[src/rtl/ep_fifo_pkg.sv]
package ep_fifo_pkg;
  typedef logic [1:0] pcnt_t;

  function automatic pcnt_t pkt_limit(input logic dbl);
    return dbl ? 2'd2 : 2'd1;
  endfunction
endpackage

[src/rtl/ep_slot_mem.sv]
module ep_slot_mem #(
  parameter int DATA_W = 8,
  parameter int DEPTH  = 64,
  parameter int NSLOT  = 2,
  localparam int AW    = $clog2(DEPTH),
  localparam int SW    = (NSLOT > 1) ? $clog2(NSLOT) : 1
) (
  input  logic              clk_i,
  input  logic              we_i,
  input  logic [SW-1:0]     wslot_i,
  input  logic [AW-1:0]     waddr_i,
  input  logic [DATA_W-1:0] wdata_i,
  input  logic [SW-1:0]     rslot_i,
  input  logic [AW-1:0]     raddr_i,
  output logic [DATA_W-1:0] rdata_o
);
  logic [DATA_W-1:0] slot_rd [NSLOT];

  for (genvar s = 0; s < NSLOT; s++) begin : g_slot
    logic [DATA_W-1:0] row_q [DEPTH];
    always_ff @(posedge clk_i) begin
      if (we_i && wslot_i == SW'(s)) row_q[waddr_i] <= wdata_i;
    end
    assign slot_rd[s] = row_q[raddr_i];
  end

  assign rdata_o = slot_rd[rslot_i];
endmodule

[src/rtl/ep_pkt_ctrl.sv]
module ep_pkt_ctrl
  import ep_fifo_pkg::*;
#(
  parameter int MAX_BYTES = 64,
  localparam int AW   = $clog2(MAX_BYTES),
  localparam int CntW = $clog2(MAX_BYTES + 1)
) (
  input  logic            clk_i,
  input  logic            rst_ni,
  input  logic            dbl_buf_i,
  input  logic [CntW-1:0] max_pkt_i,
  input  logic            wr_en_i,
  input  logic            wr_done_i,
  input  logic            rd_en_i,
  input  logic            flush_i,
  input  logic            err_clr_i,
  output logic            mem_we_o,
  output logic            mem_wslot_o,
  output logic [AW-1:0]   mem_waddr_o,
  output logic            mem_rslot_o,
  output logic [AW-1:0]   mem_raddr_o,
  output pcnt_t           pkt_cnt_o,
  output logic            has_space_o,
  output logic [CntW-1:0] rd_cnt_o,
  output logic            rd_last_o,
  output logic            done_o,
  output logic            ovr_err_o,
  output logic            ovr_set_o
);
  pcnt_t           cnt_q, cnt_n;
  logic            wslot_q, rslot_q;
  logic [CntW-1:0] wptr_q, rptr_q;
  logic [CntW-1:0] len_q [2];
  logic            ovr_q;
  logic [CntW-1:0] max_eff;
  logic            accept, store, ovr_evt, push, pop, step, is_last, held;
  logic [CntW:0]   rnext;

  assign max_eff  = (max_pkt_i > CntW'(MAX_BYTES)) ? CntW'(MAX_BYTES) : max_pkt_i;
  assign has_space_o = cnt_q < pkt_limit(dbl_buf_i);
  assign held     = cnt_q != 2'd0;
  assign accept   = wr_en_i && has_space_o;
  assign store    = accept && (wptr_q < max_eff);
  assign ovr_evt  = accept && !store;
  assign push     = wr_done_i && has_space_o;

  assign rnext    = {1'b0, rptr_q} + 1'b1;
  assign is_last  = rnext >= {1'b0, len_q[rslot_q]};
  // flush wins over unload in the same cycle
  assign done_o   = held && rd_en_i && !flush_i && is_last;
  assign step     = held && rd_en_i && !flush_i && !is_last;
  assign pop      = (held && flush_i) || done_o;

  always_comb begin
    cnt_n = cnt_q;
    if (push && !pop)      cnt_n = cnt_q + 2'd1;
    else if (!push && pop) cnt_n = cnt_q - 2'd1;
  end

  always_ff @(posedge clk_i or negedge rst_ni) begin
    if (!rst_ni) begin
      cnt_q    <= '0;
      wslot_q  <= 1'b0;
      rslot_q  <= 1'b0;
      wptr_q   <= '0;
      rptr_q   <= '0;
      len_q[0] <= '0;
      len_q[1] <= '0;
      ovr_q    <= 1'b0;
    end else begin
      cnt_q <= cnt_n;
      if (push) begin
        len_q[wslot_q] <= wptr_q + CntW'(store);
        wslot_q        <= ~wslot_q;
        wptr_q         <= '0;
      end else if (store) begin
        wptr_q <= wptr_q + 1'b1;
      end
      if (pop) begin
        rslot_q <= ~rslot_q;
        rptr_q  <= '0;
      end else if (step) begin
        rptr_q <= rnext[CntW-1:0];
      end
      if (ovr_evt)        ovr_q <= 1'b1;
      else if (err_clr_i) ovr_q <= 1'b0;
    end
  end

  assign mem_we_o    = store;
  assign mem_wslot_o = wslot_q;
  assign mem_waddr_o = wptr_q[AW-1:0];
  assign mem_rslot_o = rslot_q;
  assign mem_raddr_o = rptr_q[AW-1:0];
  assign pkt_cnt_o   = cnt_q;
  assign rd_cnt_o    = held ? len_q[rslot_q] : '0;
  assign rd_last_o   = held && is_last;
  assign ovr_err_o   = ovr_q;
  assign ovr_set_o   = ovr_evt && !ovr_q;
endmodule

[src/rtl/ep_irq_gen.sv]
module ep_irq_gen (
  input  logic clk_i,
  input  logic rst_ni,
  input  logic dma_mode_i,
  input  logic done_i,
  input  logic xfer_err_i,
  input  logic ovr_set_i,
  output logic irq_o
);
  logic irq_q;

  always_ff @(posedge clk_i or negedge rst_ni) begin
    if (!rst_ni) irq_q <= 1'b0;
    else         irq_q <= (done_i && !dma_mode_i) || xfer_err_i || ovr_set_i;
  end

  assign irq_o = irq_q;
endmodule

[src/rtl/ep_pkt_fifo.sv]
module ep_pkt_fifo
  import ep_fifo_pkg::*;
#(
  parameter int DATA_W    = 8,
  parameter int MAX_BYTES = 64,
  localparam int AW   = $clog2(MAX_BYTES),
  localparam int CntW = $clog2(MAX_BYTES + 1)
) (
  input  logic              clk_i,
  input  logic              rst_ni,
  input  logic              dbl_buf_i,
  input  logic              dma_en_i,
  input  logic              dma_mode_i,
  input  logic [CntW-1:0]   max_pkt_i,
  input  logic              wr_en_i,
  input  logic [DATA_W-1:0] wr_data_i,
  input  logic              wr_done_i,
  input  logic              rd_en_i,
  input  logic              flush_i,
  input  logic              xfer_err_i,
  input  logic              err_clr_i,
  output logic [DATA_W-1:0] rd_data_o,
  output logic              rd_last_o,
  output logic [CntW-1:0]   rd_cnt_o,
  output logic [1:0]        pkt_cnt_o,
  output logic              pkt_rdy_o,
  output logic              dma_req_o,
  output logic              irq_o,
  output logic              ovr_err_o
);
  logic          mem_we, mem_wslot, mem_rslot, has_space, done, ovr_set;
  logic [AW-1:0] mem_waddr, mem_raddr;
  pcnt_t         cnt;

  ep_pkt_ctrl #(.MAX_BYTES(MAX_BYTES)) u_ctrl (
    .clk_i, .rst_ni, .dbl_buf_i, .max_pkt_i, .wr_en_i, .wr_done_i,
    .rd_en_i, .flush_i, .err_clr_i,
    .mem_we_o(mem_we), .mem_wslot_o(mem_wslot), .mem_waddr_o(mem_waddr),
    .mem_rslot_o(mem_rslot), .mem_raddr_o(mem_raddr),
    .pkt_cnt_o(cnt), .has_space_o(has_space), .rd_cnt_o, .rd_last_o,
    .done_o(done), .ovr_err_o, .ovr_set_o(ovr_set)
  );

  ep_slot_mem #(.DATA_W(DATA_W), .DEPTH(MAX_BYTES), .NSLOT(2)) u_mem (
    .clk_i, .we_i(mem_we), .wslot_i(mem_wslot), .waddr_i(mem_waddr),
    .wdata_i(wr_data_i), .rslot_i(mem_rslot), .raddr_i(mem_raddr),
    .rdata_o(rd_data_o)
  );

  ep_irq_gen u_irq (
    .clk_i, .rst_ni, .dma_mode_i, .done_i(done), .xfer_err_i,
    .ovr_set_i(ovr_set), .irq_o
  );

  assign pkt_cnt_o = cnt;
  assign pkt_rdy_o = cnt != 2'd0;
  assign dma_req_o = dma_en_i && has_space;
endmodule

[config.mk]
export PLATFORM = sky130hd
export DESIGN_NAME = ep_pkt_fifo
export DESIGN_NICKNAME = d
export VERILOG_FILES = /design/src/rtl/ep_fifo_pkg.sv /design/src/rtl/ep_slot_mem.sv /design/src/rtl/ep_pkt_ctrl.sv /design/src/rtl/ep_irq_gen.sv /design/src/rtl/ep_pkt_fifo.sv
export SDC_FILE = /design/constraint.sdc
export NUM_CORES = 1
export LEC_CHECK = 0
export BUFFER_PORTS_ARGS = -buffer_cell sky130_fd_sc_hd__buf_2
export CAP_MARGIN = 25
export CORE_UTILIZATION = 57
export CTS_CLUSTER_DIAMETER = 30
export DETAILED_ROUTE_END_ITERATION = 6
export PLACE_DENSITY = 0.82
export SETUP_SLACK_MARGIN = 0.02
export SLEW_MARGIN = 10
export SYNTH_ARGS = -nofsm -noshare
export SYNTH_HDL_FRONTEND = slang
export SYNTH_SLANG_ARGS = --single-unit
[constraint.sdc]
create_clock -name clk_i -period 3.5 [get_ports clk_i]
set_input_delay 0.7 -clock clk_i [delete_from_list [all_inputs] [get_ports clk_i]]
set_output_delay 0.7 -clock clk_i [all_outputs]
set_load 0.02 [all_outputs]
Word level (Yosys, flattened, before mapping):

Memory sizes are Yosys's and may differ from the RTL's.
Cells that the tools add are included.

* add/sub/neg operators: 5
* multiply operators: 0
* div/mod/pow operators: 0
* magnitude comparators: 7
* equality and inequality tests: 0
* shift operators: 0
* multiplexer cells: 24
* bitwise gates (word level): 4
* reductions and logical operators: 33

Operators with widths (number)
* $mux W7: 10
* $mux W8: 3
* $logic_and A1 B1 Y1: 18
* $bwmux W14: 1
* $reduce_bool A2 Y1: 5
* $add A7 B1 Y8 const B: 1
* $ge A8 B7 Y1: 1
* $add A7 B1 Y7: 1
* $add A7 B1 Y7 const B: 1
* $demux W7 S1: 1
* $gt A7 B7 Y1 const B: 1
* $logic_not A1 Y1: 7
* $lt A7 B7 Y1: 1
* $mux W1: 6
* $mux W2: 3
* $ge A2 B2 Y1 const B: 2
* $not A1 Y2: 2
* $logic_or A1 B1 Y1: 3
* $add A2 B1 Y2 const B: 1
* $lt A2 B1 Y1 const B: 1
* $lt A2 B2 Y1: 1
* $not A1 Y1: 2
* $sub A2 B1 Y2 const B: 1

* register bits: 34
* bits in latches: 0
* RAM bits: 1024
* bits in read-only memories: 0
* input port bits: 26
* output and inout port bits: 22
* memories: 2

Memory list
* u_mem.g_slot[0].row_q: depth 64, width 8, read ports 1, clocked after Yosys merged registers in 0, write ports 1, RTL line ep_slot_mem.sv:20 `logic [DATA_W-1:0] row_q [DEPTH];`
* u_mem.g_slot[1].row_q: depth 64, width 8, read ports 1, clocked after Yosys merged registers in 0, write ports 1, RTL line ep_slot_mem.sv:20

Logic depth before layout (Yosys ltp):

* word-level depth: 10
* depth in mapped cells: 17

Cells and area by module:

Synthesis repeated with hierarchy kept, for this count alone.

* cells, all modules: 1882
* area, all modules: 41897.7 um2

By module, submodules not included
* ep_slot_mem: times used 1, cells each 1634, area an instance 39542.9 um2, sequential area each 30749.5 um2
* ep_pkt_ctrl: times used 1, cells each 242, area an instance 2304.7 um2, sequential area each 825.8 um2
* ep_irq_gen: times used 1, cells each 4, area an instance 37.5 um2, sequential area each 25.0 um2
* ep_pkt_fifo: times used 1, cells each 2, area an instance 12.5 um2, sequential area each 0.0 um2

Worst setup path after synthesis:

OpenSTA, ideal clock, no wires.

* kind: input to register
* start point: in max_pkt_i[6]
* end point: mem u_mem.g_slot[0].row_q[56][0] (enable)
* library setup time: 370 ps
* data arrival time: 3003 ps
* setup slack: 126 ps
* stages on the path: 10
* path buffers: 1
* cells stage by stage: inv_1 > nand2_1 > ha_1 > a21o_1 > a21o_1 > a21oi_1 > o2111ai_4 > or4_1 > buf_2 > nor2_1

* longest elaborated chain between the ends: 7

RTL lines
* start, declared: RTL line ep_pkt_fifo.sv:14 `input logic [CntW-1:0] max_pkt_i,`
* $gt A7 B7 Y1: RTL line ep_pkt_ctrl.sv:39 `assign max_eff = (max_pkt_i > CntW'(MAX_BYTES)) ? CntW'(MAX_BYTES) : max_pkt_i;`
* $mux W7 (*): RTL line ep_pkt_ctrl.sv:39
* $lt A7 B7 Y1 (*): RTL line ep_pkt_ctrl.sv:43 `assign store = accept && (wptr_q < max_eff);`
* $logic_and A1 B1 Y1 (*): RTL line ep_pkt_ctrl.sv:43
* $logic_and A1 B1 Y1 (*): RTL line ep_slot_mem.sv:22 `if (we_i && wslot_i == SW'(s)) row_q[waddr_i] <= wdata_i;`
* $mux W1 (*): RTL line ep_slot_mem.sv:22
* $mux W1 (not written as such) (*): RTL line ep_slot_mem.sv:22
* end, declared: RTL line ep_slot_mem.sv:20

Mark *: on every way between the ends. The rest lies on a longest branch, timed or not.

Worst setup path after layout:

* start point: reg u_ctrl.rptr_q[0]
* end point: out rd_data_o[6]

* longest elaborated chain between the ends: 4
* elaborated cells on any way between the ends: 5

RTL lines
* start, declared: RTL line ep_pkt_ctrl.sv:32 `logic [CntW-1:0] wptr_q, rptr_q;`
* start signal, assigned: RTL line ep_pkt_ctrl.sv:83 `rptr_q <= rnext[CntW-1:0];`
* $mem_v2 Z64 W8
* $mux W8 (not written as such) (*) (3 in series): RTL line ep_slot_mem.sv:27 `assign rdata_o = slot_rd[rslot_i];`
* end, declared: RTL line ep_pkt_fifo.sv:22 `output logic [DATA_W-1:0] rd_data_o,`

Mark *: on every way between the ends. The rest lies on a longest branch, timed or not. The select of a mux whose other input is x is not followed.

==> impl_metrics.py <==
metrics = {
    "setup_path": {
        "crit_path_start_kind": "register",
        "crit_fanout": 40,
        "crit_chain": "buf_16 -> nand3b_1 -> buf_12 -> o21ai_0 -> a2111oi_4 -> buf_4 -> a21oi_1 -> and4_4 -> buf_2",
        "max_stage_delay_ps": 520,
        "arrival_ps": 3520,
        "critPathSlowestCell": "o21ai_0",
        "end_kind": "primary output",
        "cp.required_ps": 2800,
        "critPathKind": "reg -> out",
    },
    "logic_synthesis": {
        "ys.flop_type": "edfxtp_1",
        "yosysUniqueCellTypes": 50,
        "yosysSeqAreaShare_pct": 76.0,
        "yosys_register_bits": 1058,
        "synth_nets": 2186,
        "syn-cell-area_um2": 41600,
        "synth-edff-count": 1024,
        "async_flop_share_pct": 3.21,
        "avgSynthCellArea_um2": 19.4,
        "netlist_instances": 2141,
        "yosys_warnings": 0,
    },
    "finish": {
        "area_growth_pct": 25.0,
        "finalNetCount": 2585,
        "fin_area_um2": 52000,
        "drive_gt1_share_pct": 35.7,
        "final_cell_mix": "edfxtp_1 (1,024), buf_4 (260), nor2_1 (204)",
        "multi_input_area_um2": 10300,
        "seqCellArea_um2": 31600,
        "layout_commonest_cell": "edfxtp_1",
        "fillers": 3657,
    },
    "pwr": {
        "seqPwrFrac_pct": 38.4,
        "p_int_mw": 26.9,
        "switching_share_pct": 27.5,
        "combPwrFrac_pct": 17.5,
        "switching_power_mw": 10.2,
        "peakVddDrop_mv": 0.519,
        "clockPowerShare_pct": 44.1,
        "powerDensity_nw_per_um2": 715,
        "p_leak_nw": 16.9,
        "total_power_mw": 37.1,
    },
    "timing": {
        "drv_slew": 0,
        "worst_slew_pin_slew_ps": 963,
        "setup_viol": 9,
        "max_freq_mhz": 237,
        "timing.hold.ws_ps": 49.9,
        "fin_ws_ps": -724,
        "tns_ps": -5880,
        "timing.final.crit_share_pct": 121,
        "rsz0062_at_grt": "yes",
        "hold_viol": 0,
        "clock_skew_ps": 32.3,
        "fin_crit_ps": 4220,
        "maxSlewHeadroom_pct": 35.8,
    },
    "clock_tree": {
        "cts_buffers": 155,
        "clockBufferDepth": 3,
        "cts.reportedPaths.clkPinSlew_ps": 60,
        "cts_sinks": 1058,
        "ctsHoldBuffers": 0,
        "htree_levels": 4,
        "clk-insertion-delay-late_ps": 760,
        "clockRootBuffer": "clkbuf_16",
        "cts_tree": "done",
    },
    "placed_design": {
        "pre_cts_ws_ps": -257,
        "place_area_um2": 45000,
        "io_buffers": 47,
        "place_congestion": 0.911,
        "dp_hpwl_mm": 60.4,
    },
    "global_routing": {
        "grt_overflow": 0,
        "grt_usage_pct": 33.9,
        "grt_pass1_vias": 25615,
        "grt_pass1_wl_mm": 178,
        "grt_max_degree": 129,
        "antenna_found_initial": 3,
    },
    "run_status": {
        "status": "finished with violations",
        "violations": "setup timing",
    },
    "floorplanning": {
        "row_count": 98,
        "die_w_um": 272,
        "die_h_um": 272,
        "fp.coreArea_um2": 71900,
        "io_pins": 48,
        "dieArea_um2": 74000,
        "start_util_pct": 57.8,
    },
    "flow_run": {
        "max-cap-violations": 0,
    },
    "drt": {
        "drt_iter0_drc": 3992,
        "firstDrtPassIters": 7,
        "viasPerCell": 7.06,
        "drtAntennaViolNets": 0,
        "vias": 25569,
        "drc": 0,
        "post_drt_wl_per_cell_um": 35.4,
        "routed_wl_mm": 128,
    },
    "hold_path": {
        "hold_class": "in -> async",
    },
}
==> final cells by class <==
cell class / count / area share, %
inverter: 11 / 0.0867
clock buffer: 173 / 7.76
antenna: 1 / 0.00482
timing repair buffer: 361 / 6.58
sequential: 1058 / 60.8
clock inverter: 116 / 2.72
tap: 950 / 2.29
multi-input combinational: 953 / 19.7
==> final timing paths <==
check	cells after the start	from	slack [ps]	endpoint
worst max-delay path	9	u_ctrl.rptr_q[0]	-720	rd_data_o[6]
worst min-delay path	1	rst_ni	50	u_ctrl.wptr_q[3]
worst max register to register	18	u_ctrl.rptr_q[0]	110	u_ctrl.pkt_cnt_o[1]
worst min register to register	2	u_ctrl.len_q[6]	490	u_ctrl.len_q[6]
max in group asynchronous	1	rst_ni	2860	u_ctrl.rptr_q[0]
min in group clk_i	2	err_clr_i	170	u_ctrl.ovr_err_o
==> worst max-delay path: cells and delay by family, from the launching register on <==
kind | cells | cell delay, ps
buf+inv | 4 | 800
compound gates | 3 | 860
flops | 1 | 510
simple gates | 2 | 580
==> Yosys cell counts, types with 2 or more instances <==
master / n / area, um^2
edfxtp_1: 1024 / 30700
nor2_1: 212 / 796
mux4_2: 192 / 4320
mux2i_1: 150 / 1500
a22oi_1: 64 / 480
clkbuf_1: 58 / 218
o21ai_0: 50 / 250
a211oi_1: 43 / 323
buf_2: 43 / 215
nand2_1: 35 / 131
dfrtp_1: 34 / 851
a21oi_1: 26 / 130
o22ai_1: 25 / 156
a2111oi_0: 23 / 201
ha_1: 19 / 238
buf_1: 16 / 60.1
nand3_1: 11 / 55.1
inv_1: 10 / 37.5
and4_1: 8 / 70.1
xnor2_1: 8 / 70.1
xor2_1: 8 / 70.1
a21o_1: 7 / 52.6
nand3b_1: 6 / 45.0
mux2_2: 5 / 56.3
nor2b_1: 5 / 31.3
a32o_1: 4 / 40.0
nand4_1: 4 / 25.0
nor3_1: 4 / 20.0
or2_1: 4 / 25.0
or3_1: 4 / 25.0
and2_1: 3 / 18.8
and3_1: 3 / 18.8
nand2b_1: 3 / 18.8
nor3b_1: 3 / 22.5
o211ai_1: 3 / 22.5
o21a_1: 3 / 22.5
or2_2: 3 / 18.8
or4_1: 3 / 22.5
o2111ai_1: 2 / 17.5
o311ai_0: 2 / 17.5
or3b_2: 2 / 17.5
==> flip-flops by register name, summed over array words and instances, names as in the netlist <==
name and count:
u_ctrl.wptr_q 7, u_mem.g_slot.row_q 1024, u_ctrl.mem_wslot_o 1, u_ctrl.mem_rslot_o 1
u_ctrl.ovr_err_o 1, u_ctrl.len_q 14, u_ctrl.rptr_q 7, u_irq.irq_o 1
u_ctrl.pkt_cnt_o 2
==> power groups by stage <==
stage               logic [mW]  clock network [mW]  registers, mW
floorplan                 3.00                   0           14.4
global placement          4.77                   0           14.5
detailed placement        4.91                   0           14.5
CTS                       5.81                16.2           14.2
global route              6.62                16.9           14.3
finish                    6.50                16.4           14.3
==> metal layers <==
| metal | GRT usage, % | wire [um] |
|---|---|---|
| met3 | 8.46 | 15200 |
| met1 | 39.8 | 40100 |
| met2 | 56.7 | 63100 |
| met5 | 0 | 35 |
| met4 | 20.7 | 9980 |
==> kinds of logic after synthesis <==
logic type / Yosys count / synth area share [%]
AOI/OAI and AO/OA: 257 / 4.28
xor gates and xnor gates: 16 / 0.337
adders and majority gates: 19 / 0.572
buffers and inverters: 130 / 1.33
DFF: 1058 / 76.0
muxes: 347 / 14.2
and+or+nand+nor: 314 / 3.30
==> through the flow <==
step,utilization [%],instances
after floorplan,-,2141
after global placement,62.6,3281
after detailed placement,62.6,3281
after CTS,71.6,3603
after global routing,72.3,3623
final,72.3,3623
==> what timing repair did <==
| item | 4_1_cts | 5_1_grt |
|---|---|---|
| setup endpoints to repair | 11 | 10 |
| buffers inserted | 29 | 15 |
| resized for setup | 143 | 64 |
| gates cloned | 4 | 4 |
| pin swaps | 20 | 11 |
No activity file was read; power rests on OpenSTA's default activity.
